### config.mk
export PLATFORM = sky130hd
export DESIGN_NAME = chan_drive_diag
export DESIGN_NICKNAME = d
export VERILOG_FILES = /design/src/rtl/chan_drive_pkg.sv /design/src/rtl/chan_fault_filter.sv /design/src/rtl/chan_ctl.sv /design/src/rtl/chan_drive_diag.sv
export SDC_FILE = /design/constraint.sdc
export NUM_CORES = 1
export LEC_CHECK = 0
export ABC_AREA = 1
export BUFFER_PORTS_ARGS = -buffer_cell sky130_fd_sc_hd__buf_4
export CAP_MARGIN = 20
export CORE_MARGIN = 2
export CORE_UTILIZATION = 62
export CTS_BUF_LIST = sky130_fd_sc_hd__clkbuf_4
export CTS_CLUSTER_DIAMETER = 100
export DETAILED_ROUTE_END_ITERATION = 12
export GPL_TIMING_DRIVEN = 0
export PLACE_DENSITY = 0.83
export SETUP_SLACK_MARGIN = 0.2
export SYNTH_ARGS = -nofsm -noshare
export SYNTH_HDL_FRONTEND = slang
export SYNTH_HIERARCHICAL = 1
export SYNTH_SLANG_ARGS = --single-unit
### constraint.sdc
create_clock -name clk -period 1.62 [get_ports clk]
set_clock_uncertainty 0.15 [all_clocks]
set_input_delay 0.162 -clock clk [delete_from_list [all_inputs] [get_ports clk]]
set_output_delay 0.162 -clock clk [all_outputs]
set_load 0.02 [all_outputs]
### src/rtl/chan_drive_pkg.sv
package chan_drive_pkg;

    // Registered per-channel state of the gating logic
    typedef struct packed {
        logic req_prev;   // request seen at the previous edge
        logic on_prev;    // commanded-on state at the previous edge
        logic locked;     // thermal latch, only meaningful in latching mode
        logic ovt_flag;   // sticky channel overtemperature flag
    } chan_st_t;

endpackage

### src/rtl/chan_fault_filter.sv
module chan_fault_filter #(
    parameter int unsigned LIMIT = 200
) (
    input  logic clk,
    input  logic rst_n,
    input  logic tick_i,
    input  logic fault_i,
    input  logic restart_i,
    output logic filt_o
);
    localparam int unsigned CW = $clog2(LIMIT + 1);
    localparam logic [CW-1:0] LIM = CW'(LIMIT);

    logic [CW-1:0] cnt_d, cnt_q;

    always_comb begin
        cnt_d = cnt_q;
        if (!fault_i || restart_i) begin
            cnt_d = '0;
        end else if (tick_i && (cnt_q != LIM)) begin
            cnt_d = cnt_q + 1'b1;
        end
        filt_o = (cnt_q == LIM);
    end

    always_ff @(posedge clk or negedge rst_n) begin
        if (!rst_n) cnt_q <= '0;
        else        cnt_q <= cnt_d;
    end


    cnt_saturates_chk: assert property (@(posedge clk) disable iff (!rst_n)
        cnt_q <= LIM);


    cnt_holds_without_tick_chk: assert property (@(posedge clk) disable iff (!rst_n)
        (fault_i && !tick_i && !restart_i) |=> $stable(cnt_q));


    cnt_clears_on_gap_chk: assert property (@(posedge clk) disable iff (!rst_n)
        !fault_i |=> (cnt_q == '0));

endmodule

### src/rtl/chan_ctl.sv
module chan_ctl
    import chan_drive_pkg::*;
(
    input  logic clk,
    input  logic rst_n,
    input  logic par_i,
    input  logic spi_i,
    input  logic and_sel_i,
    input  logic all_en_i,
    input  logic latch_sel_i,
    input  logic ovt_i,
    input  logic ovl_i,
    input  logic opl_i,
    input  logic filt_i,
    output logic drive_o,
    output logic diag_o,
    output logic fault_o,
    output logic restart_o,
    output logic ovt_flag_o
);
    chan_st_t st_d, st_q;
    logic req, on, rise, cand;

    always_comb begin
        req  = and_sel_i ? (par_i & spi_i) : (par_i | spi_i);
        on   = req & all_en_i;
        rise = req & ~st_q.req_prev;
        cand = on & (~(st_q.locked & latch_sel_i) | rise);

        drive_o    = rst_n & cand & ~ovt_i;
        fault_o    = on ? (ovt_i | ovl_i) : opl_i;
        restart_o  = on ^ st_q.on_prev;
        diag_o     = rst_n & (filt_i ? ~req : req);
        ovt_flag_o = st_q.ovt_flag;

        st_d          = st_q;
        st_d.req_prev = req;
        st_d.on_prev  = on;

        if (!latch_sel_i)        st_d.locked = 1'b0;
        else if (cand && ovt_i)  st_d.locked = 1'b1;
        else if (rise)           st_d.locked = 1'b0;

        if (on && !st_q.on_prev)           st_d.ovt_flag = 1'b0;
        else if (filt_i && ovt_i && on)    st_d.ovt_flag = 1'b1;
    end

    always_ff @(posedge clk or negedge rst_n) begin
        if (!rst_n) st_q <= '0;
        else        st_q <= st_d;
    end


    ovt_cuts_drive_chk: assert property (@(posedge clk) disable iff (!rst_n)
        ovt_i |-> !drive_o);


    latched_stays_off_chk: assert property (@(posedge clk) disable iff (!rst_n)
        (latch_sel_i && st_q.locked && !rise) |-> !drive_o);


    flag_needs_hot_on_chk: assert property (@(posedge clk) disable iff (!rst_n)
        $rose(st_q.ovt_flag) |-> $past(ovt_i && on && filt_i));

endmodule

### src/rtl/chan_drive_diag.sv
module chan_drive_diag #(
    parameter int unsigned NCH     = 6,
    parameter int unsigned FILT_US = 200
) (
    input  logic           clk,
    input  logic           rst_n,
    input  logic           all_en_i,
    input  logic           and_sel_i,
    input  logic           latch_sel_i,
    input  logic           diag6_flag_i,
    input  logic           us_tick_i,
    input  logic [NCH-1:0] par_i,
    input  logic [NCH-1:0] spi_i,
    input  logic [NCH-1:0] ovt_i,
    input  logic [NCH-1:0] ovl_i,
    input  logic [NCH-1:0] opl_i,
    input  logic           ic_ovt_i,
    output logic [NCH-1:0] drive_o,
    output logic [NCH-1:0] diag_o
);
    localparam int unsigned LAST = NCH - 1;

    logic [NCH-1:0] diag_ch, fault, restart, filt, ovt_flag;
    logic           flag_pin;

    for (genvar k = 0; k < NCH; k++) begin : g_ch
        chan_ctl u_ctl (
            .clk        (clk),
            .rst_n      (rst_n),
            .par_i      (par_i[k]),
            .spi_i      (spi_i[k]),
            .and_sel_i  (and_sel_i),
            .all_en_i   (all_en_i),
            .latch_sel_i(latch_sel_i),
            .ovt_i      (ovt_i[k]),
            .ovl_i      (ovl_i[k]),
            .opl_i      (opl_i[k]),
            .filt_i     (filt[k]),
            .drive_o    (drive_o[k]),
            .diag_o     (diag_ch[k]),
            .fault_o    (fault[k]),
            .restart_o  (restart[k]),
            .ovt_flag_o (ovt_flag[k])
        );

        chan_fault_filter #(.LIMIT(FILT_US)) u_filt (
            .clk      (clk),
            .rst_n    (rst_n),
            .tick_i   (us_tick_i),
            .fault_i  (fault[k]),
            .restart_i(restart[k]),
            .filt_o   (filt[k])
        );
    end

    always_comb begin
        flag_pin = rst_n & ~(ic_ovt_i | (|ovt_flag));
        diag_o   = diag_ch;
        if (diag6_flag_i) diag_o[LAST] = flag_pin;
    end


    global_off_chk: assert property (@(posedge clk) disable iff (!rst_n)
        !all_en_i |-> (drive_o == '0));


    die_hot_flag_chk: assert property (@(posedge clk) disable iff (!rst_n)
        (diag6_flag_i && ic_ovt_i) |-> !diag_o[LAST]);

endmodule

### Yosys cells after proc, flatten, opt, wreduce, memory -nomap -nowiden

Cells that the tools add are included.

* register bits: 72
* bits of input ports: 38
* output and inout port bits: 12
* logic and storage cells: 275

* add/subtract/negate cells: 6
* equality and inequality tests: 18
* muxes and demuxes: 61
* bitwise operators: 99
* reduce and logical (&&, ||, !) cells: 61

Operator list (number)
* two-way mux 8 bit: 12
* AND 1 bit: 49
* two-way mux 1 bit: 49
* adder 8 x 1 -> 8 bit, second input constant: 6
* == test 8 bit, second input constant: 6
* inequality test 8 bit, second input constant: 6
* logical AND 1 bit: 30
* NOT 1 bit: 25
* nonzero test 2 bit: 12
* OR 1 bit: 19
* inequality test 3 x 1 -> 1 bit, second input constant: 6
* logical NOT 1 bit: 12
* logical OR 1 bit: 6
* OR reduction 6 bit: 1
* bitwise XOR 1 bit: 6

### Depth between registers and ports, before layout

* word-level depth: 8
* depth in mapped cells: 12
* gate-level depth less buffers: 12

### Hierarchy

The synthesis kept the hierarchy.

Modules (own cells, without submodules)
* chan_fault_filter: instances 6, cells each 78, area each 553.0 um2, sequential area each 200.2 um2
* chan_ctl: instances 6, cells each 39, area each 287.8 um2, sequential area each 100.1 um2
* chan_drive_diag: instances 1, cells each 19, area each 91.3 um2, sequential area each 0.0 um2

### Worst setup path before layout

OpenSTA, ideal clock, no wires.

* kind: input to register
* from: input port par_i[0]
* to: register g_ch[0].u_filt.cnt_q[4]
* setup time: 0.066 ns
* arrival time: 1.364 ns
* data required time: 1.404 ns
* path slack: 0.040 ns
* stages on the path: 11
* path buffers: 0
* cells stage by stage: nand2_2 nand2_2 nand2_2 nor2_4 ha_1 inv_1 nor2_2 inv_1 nor2_8 nand2_1 nand2_1

* elaborated cells on any way between the ends: 10
* classes of those cells: mux (3); bitwise (4); reduce/logical (3)

RTL lines
* start, declared: RTL line chan_drive_diag.sv:12 `input logic [NCH-1:0] par_i,`
* OR 1 bit or AND 1 bit (tied branches): RTL line chan_ctl.sv:25 `req = and_sel_i ? (par_i & spi_i) : (par_i | spi_i);`
* two-way mux 1 bit (*): RTL line chan_ctl.sv:25
* AND 1 bit (*): RTL line chan_ctl.sv:26 `on = req & all_en_i;`
* named net g_ch[0].u_ctl.on: RTL line chan_ctl.sv:22 `logic req, on, rise, cand;`
* bitwise XOR 1 bit (*): RTL line chan_ctl.sv:32 `restart_o = on ^ st_q.on_prev;`
* named net restart[0]: RTL line chan_drive_diag.sv:23 `logic [NCH-1:0] diag_ch, fault, restart, filt, ovt_flag;`
* logical OR 1 bit (*): RTL line chan_fault_filter.sv:18 `if (!fault_i || restart_i) begin`
* two-way mux 8 bit or nonzero test 2 bit (tied branches)
* end signal, assigned: RTL line chan_fault_filter.sv:28 `else cnt_q <= cnt_d;`
* end, declared: RTL line chan_fault_filter.sv:14 `logic [CW-1:0] cnt_d, cnt_q;`

Mark *: on every way through the listed nets, which the timed path passes. The rest lies on a longest branch.
A chain may end at the register's enable or synchronous reset.

### Worst setup path in the final report

* from: register g_ch[5].u_filt.cnt_q[1]
* to: output port diag_o[5]

* word-level cells in the longest chain between the ends: 4

Ends and longest elaborated chain
* start, declared: RTL line chan_fault_filter.sv:14
* start signal, assigned: RTL line chan_fault_filter.sv:28
* == test 8 bit: RTL line chan_fault_filter.sv:23 `filt_o = (cnt_q == LIM);`
* named net filt[5]: RTL line chan_drive_diag.sv:23
* two-way mux 1 bit: RTL line chan_ctl.sv:33 `diag_o = rst_n & (filt_i ? ~req : req);`
* AND 1 bit: RTL line chan_ctl.sv:33
* named net diag_ch[5]: RTL line chan_drive_diag.sv:23
* two-way mux 1 bit: RTL line chan_drive_diag.sv:59 `if (diag6_flag_i) diag_o[LAST] = flag_pin;`
* end, declared: RTL line chan_drive_diag.sv:19 `output logic [NCH-1:0] diag_o`

The timed path passes the listed nets, and every way through them passes these cells.

==> key figures <==
Run status
  – Status: complete, but fails checks
  – Failing checks: hold timing, setup timing

Yosys
  – Post-synth top area share: about a third
  – Synth top area cells: dfrtp_1 35%, nand2_1 15%, inv_1 9.6%
  – Seq/Total Area, Yosys: a little over a third
  – Post-synth EDFFs: 0
  – Area leader, netlist: dfrtp_1
  – Asr flop ratio synth: 100.0%
  – Synthesis Warnings: 6
  – Distinct cell type count after synthesis: 22
  – Syn_area_per_cell: between 7 and 8 sq um
  – Count leader, synth: nand2_1
  – Post-Syn Area: between 5000 and 6000 sq um
  – Yosys reg bits: between 70 and 80
  – Most used flip-flop cell after synthesis: dfrtp_1
  – Instance count of the mapped netlist: about 720
  – Post-Syn Nets: ~780
  – Commonest cells in the netlist: 203 x nand2_1, 131 x inv_1, 81 x nor2_1

Power
  – Leak: 0.003669 uW
  – Power Dens Cells: between 500 and 600 nW/um^2
  – Max VDD drop: about 0.46 mV

Setup path
  – CP cell instances: inv_2, ha_4, nand3_4, nor2_4, nand2_2, nand2_2, nor2_2, nand2_1, nand2_2, buf_6
  – WS Path Type: flip-flop to primary output
  – Worst Setup Start Kind: flip-flop
  – Worst R2R Path Depth: 11
  – Slowest CP cell: dfrtp_1
  – Crit end category: primary output
  – CP bufs+invs: 2
  – Worst Path Arrival: about 1.8 ns
  – WP data required: approximately 1.3 ns
  – Crit. path cell count: 10
  – Crit-path max cell delay: between 0.4 and 0.5 ns
  – Most frequent CP cell: nand2_2
  – Delay-heaviest family, CP: simple AND/OR/NAND/NOR gates
  – Max FO, Critical Path: 3

Global routing
  – Initial antenna violation count: 0
  – First-pass GRT wire length: 22.33 mm
  – Tot GR Track Use: about a third
  – Vias in the first global route: about 5000
  – Largest net degree at the start of global routing: 86
  – Total congestion overflow: 0

Placed design
  – RePlAce Congestion: around 0.83
  – Post-DP HPWL: ~7.7 mm
  – Placed Instances: 875
  – Number of I/O port buffers: between 40 and 50

STA
  – Slew headroom: a little under half
  – Hold Fails Final Rpt: 76
  – RSZ-0062 raised after global routing: yes
  – Setup ws final: -0.5339 ns
  – Tightest Pin Transition: approximately 0.81 ns
  – Setup tns final: -4.394 ns
  – Max Fclk: roughly 460 MHz
  – Final setup fails: 27
  – Fin. max-slew vios: 0
  – Final Cycle Share: 133.0%
  – Fin crit period: 2.154 ns
  – Hold_ws: -0.4086 ns

Floorplanning
  – Starting Density: a little over three fifths
  – Die Area: roughly 9000 sq um
  – Core ar.: about 8000 sq um
  – Die height: 95.02 microns
  – Ports: 50
  – Row count: 33
  – Die Wd: 95.02 microns

Clock tree
  – Clock tree buffer depth: 2
  – CTS tree: built
  – CTS Buf Count: 9
  – H-tree lvl count: 3
  – CTS Root Cell: clkbuf_4
  – Clk sinks: between 70 and 80
  – Clk Latency, worst-skew pair: roughly 0.46 ns
  – Cts hold-fix bufs: 13
  – Clock transition at path regs: 0.12 ns

Cells and area
  – Multi-input logic area: between 3000 and 4000 sq um
  – Final Instance Count excl. Fillers: roughly 1000
  – Filler instances: around 420
  – # diodes: 0
  – Layout cells sized above 1: about a third
  – Area Growth Syn to Fin: 34.40%
  – Final Util: a little over four fifths
  – Reg area: about 1800 sq um
  – Final net count: between 900 and 1000

Detailed routing
  – DRT Pass-1 Iters: 5
  – Vias per Instance: between 5 and 6
  – Antenna Violating Nets Remaining: 0
  – Residual DRC: 0
  – Total length of routed wires: ~15 mm
  – Vias: around 5400
  – Routed length per instance: roughly 16 microns
  – Starting DRT DRC Count: just over 300

Flow run
  – Maximum capacitance violations: 0

Worst hold path
  – Hold WC Path Type: primary input to asynchronous set/reset pin
[per-layer routing]
metal	track usage, %	part of all wire (%)
met2	56.80	51
met5	0	0
met3	5.929	7.6
met4	11.96	4.9
met1	37.40	37
[path summary, 6_finish.rpt]
path | start | endpoint | slack (ns)
max | g_ch[5].u_filt/cnt_q[1] | diag_o[5] | -0.53
max reg2reg | g_ch[5].u_filt/cnt_q[1] | g_ch[5].u_filt/cnt_q[3] | -0.18
min in group clk | latch_sel_i | g_ch[0].u_ctl/st_q[1] | -0.04
max in group asynchronous | rst_n | g_ch[0].u_filt/cnt_q[6] | 1.12
min reg2reg | g_ch[3].u_ctl/ovt_flag_o | g_ch[3].u_ctl/ovt_flag_o | 0.38
min | rst_n | g_ch[4].u_filt/cnt_q[2] | -0.41
[cell families after synthesis]
logic type,after synthesis,share of synthesized area (%)
compound gates,24,3.654
xor+xnor,12,2.046
fa+ha+maj,18,4.385
buf+inv,148,11.33
flops,72,35.08
simple gates,447,43.51
[placed cells by master (no fill, tap or decap), drive strengths merged]
cell	n
a21oi	12
buf	126
bufinv	1
clkbuf	10
clkinv	5
dfrtp	72
dlygate4sd3	12
dlymetal6s4s	1
ha	18
inv	137
nand2	221
nand3	67
nand3b	6
nand4	30
nor2	113
nor3	12
o21ai	12
xor2	12
[power breakdown]
part           internal, uW  leakage, uW  switching (uW)  total, uW
logic                   430      0.00263             618       1050
registers              1850     0.000964            27.0       1880
clock network           466    0.0000703             684       1150
[stage by stage]
step	power, uW	instance area [sq um]	setup WS (ns)
after CTS	3919	6450	-0.3856
after detailed placement	2679	5743	-0.3710
after floorplan	2406	5244	0.2065
final	4073	6903	-0.5339
after global placement	2652	5743	-0.3762
after global routing	4231	6903	-0.5841
[registers in the layout (all words and copies together), names as in the netlist]
name,count
g_ch.u_ctl/ovt_flag_o,6
g_ch.u_filt/cnt_q,48
g_ch.u_ctl/st_q,18
[layout make-up]
class | instances | share of cell area [%]
Tap cell | 105 | 1.903
Clock buffer | 10 | 1.088
Inverter | 137 | 7.450
Multi-Input combinational cell | 503 | 44.64
Timing Repair Buffer | 128 | 16.44
Sequential cell | 72 | 26.28
Buffer | 11 | 1.468
Clock inverter | 6 | 0.7250
[worst register-to-register path, cell delays in order (launching register included)]
cell and delay [ns]:
dfrtp_1 0.42, inv_2 0.08, ha_4 0.14, nand3_4 0.06
nor2_4 0.15, buf_6 0.12, buf_6 0.10, nor2_4 0.04
buf_12 0.13, nor2_8 0.19, nand2_1 0.10, nand2_1 0.08
[what timing repair did]
| item | CTS | global route |
|---|---|---|
| gates cloned | 1 | 1 |
| endpoints found under the setup margin | 60 | 67 |
| pin swaps | 43 | 41 |
| endpoints found under the hold margin | 90 | 73 |
| buffers inserted | 38 | 28 |
| gates resized for setup | 51 | 70 |
Note: power is estimated with default switching activity, not from simulation.
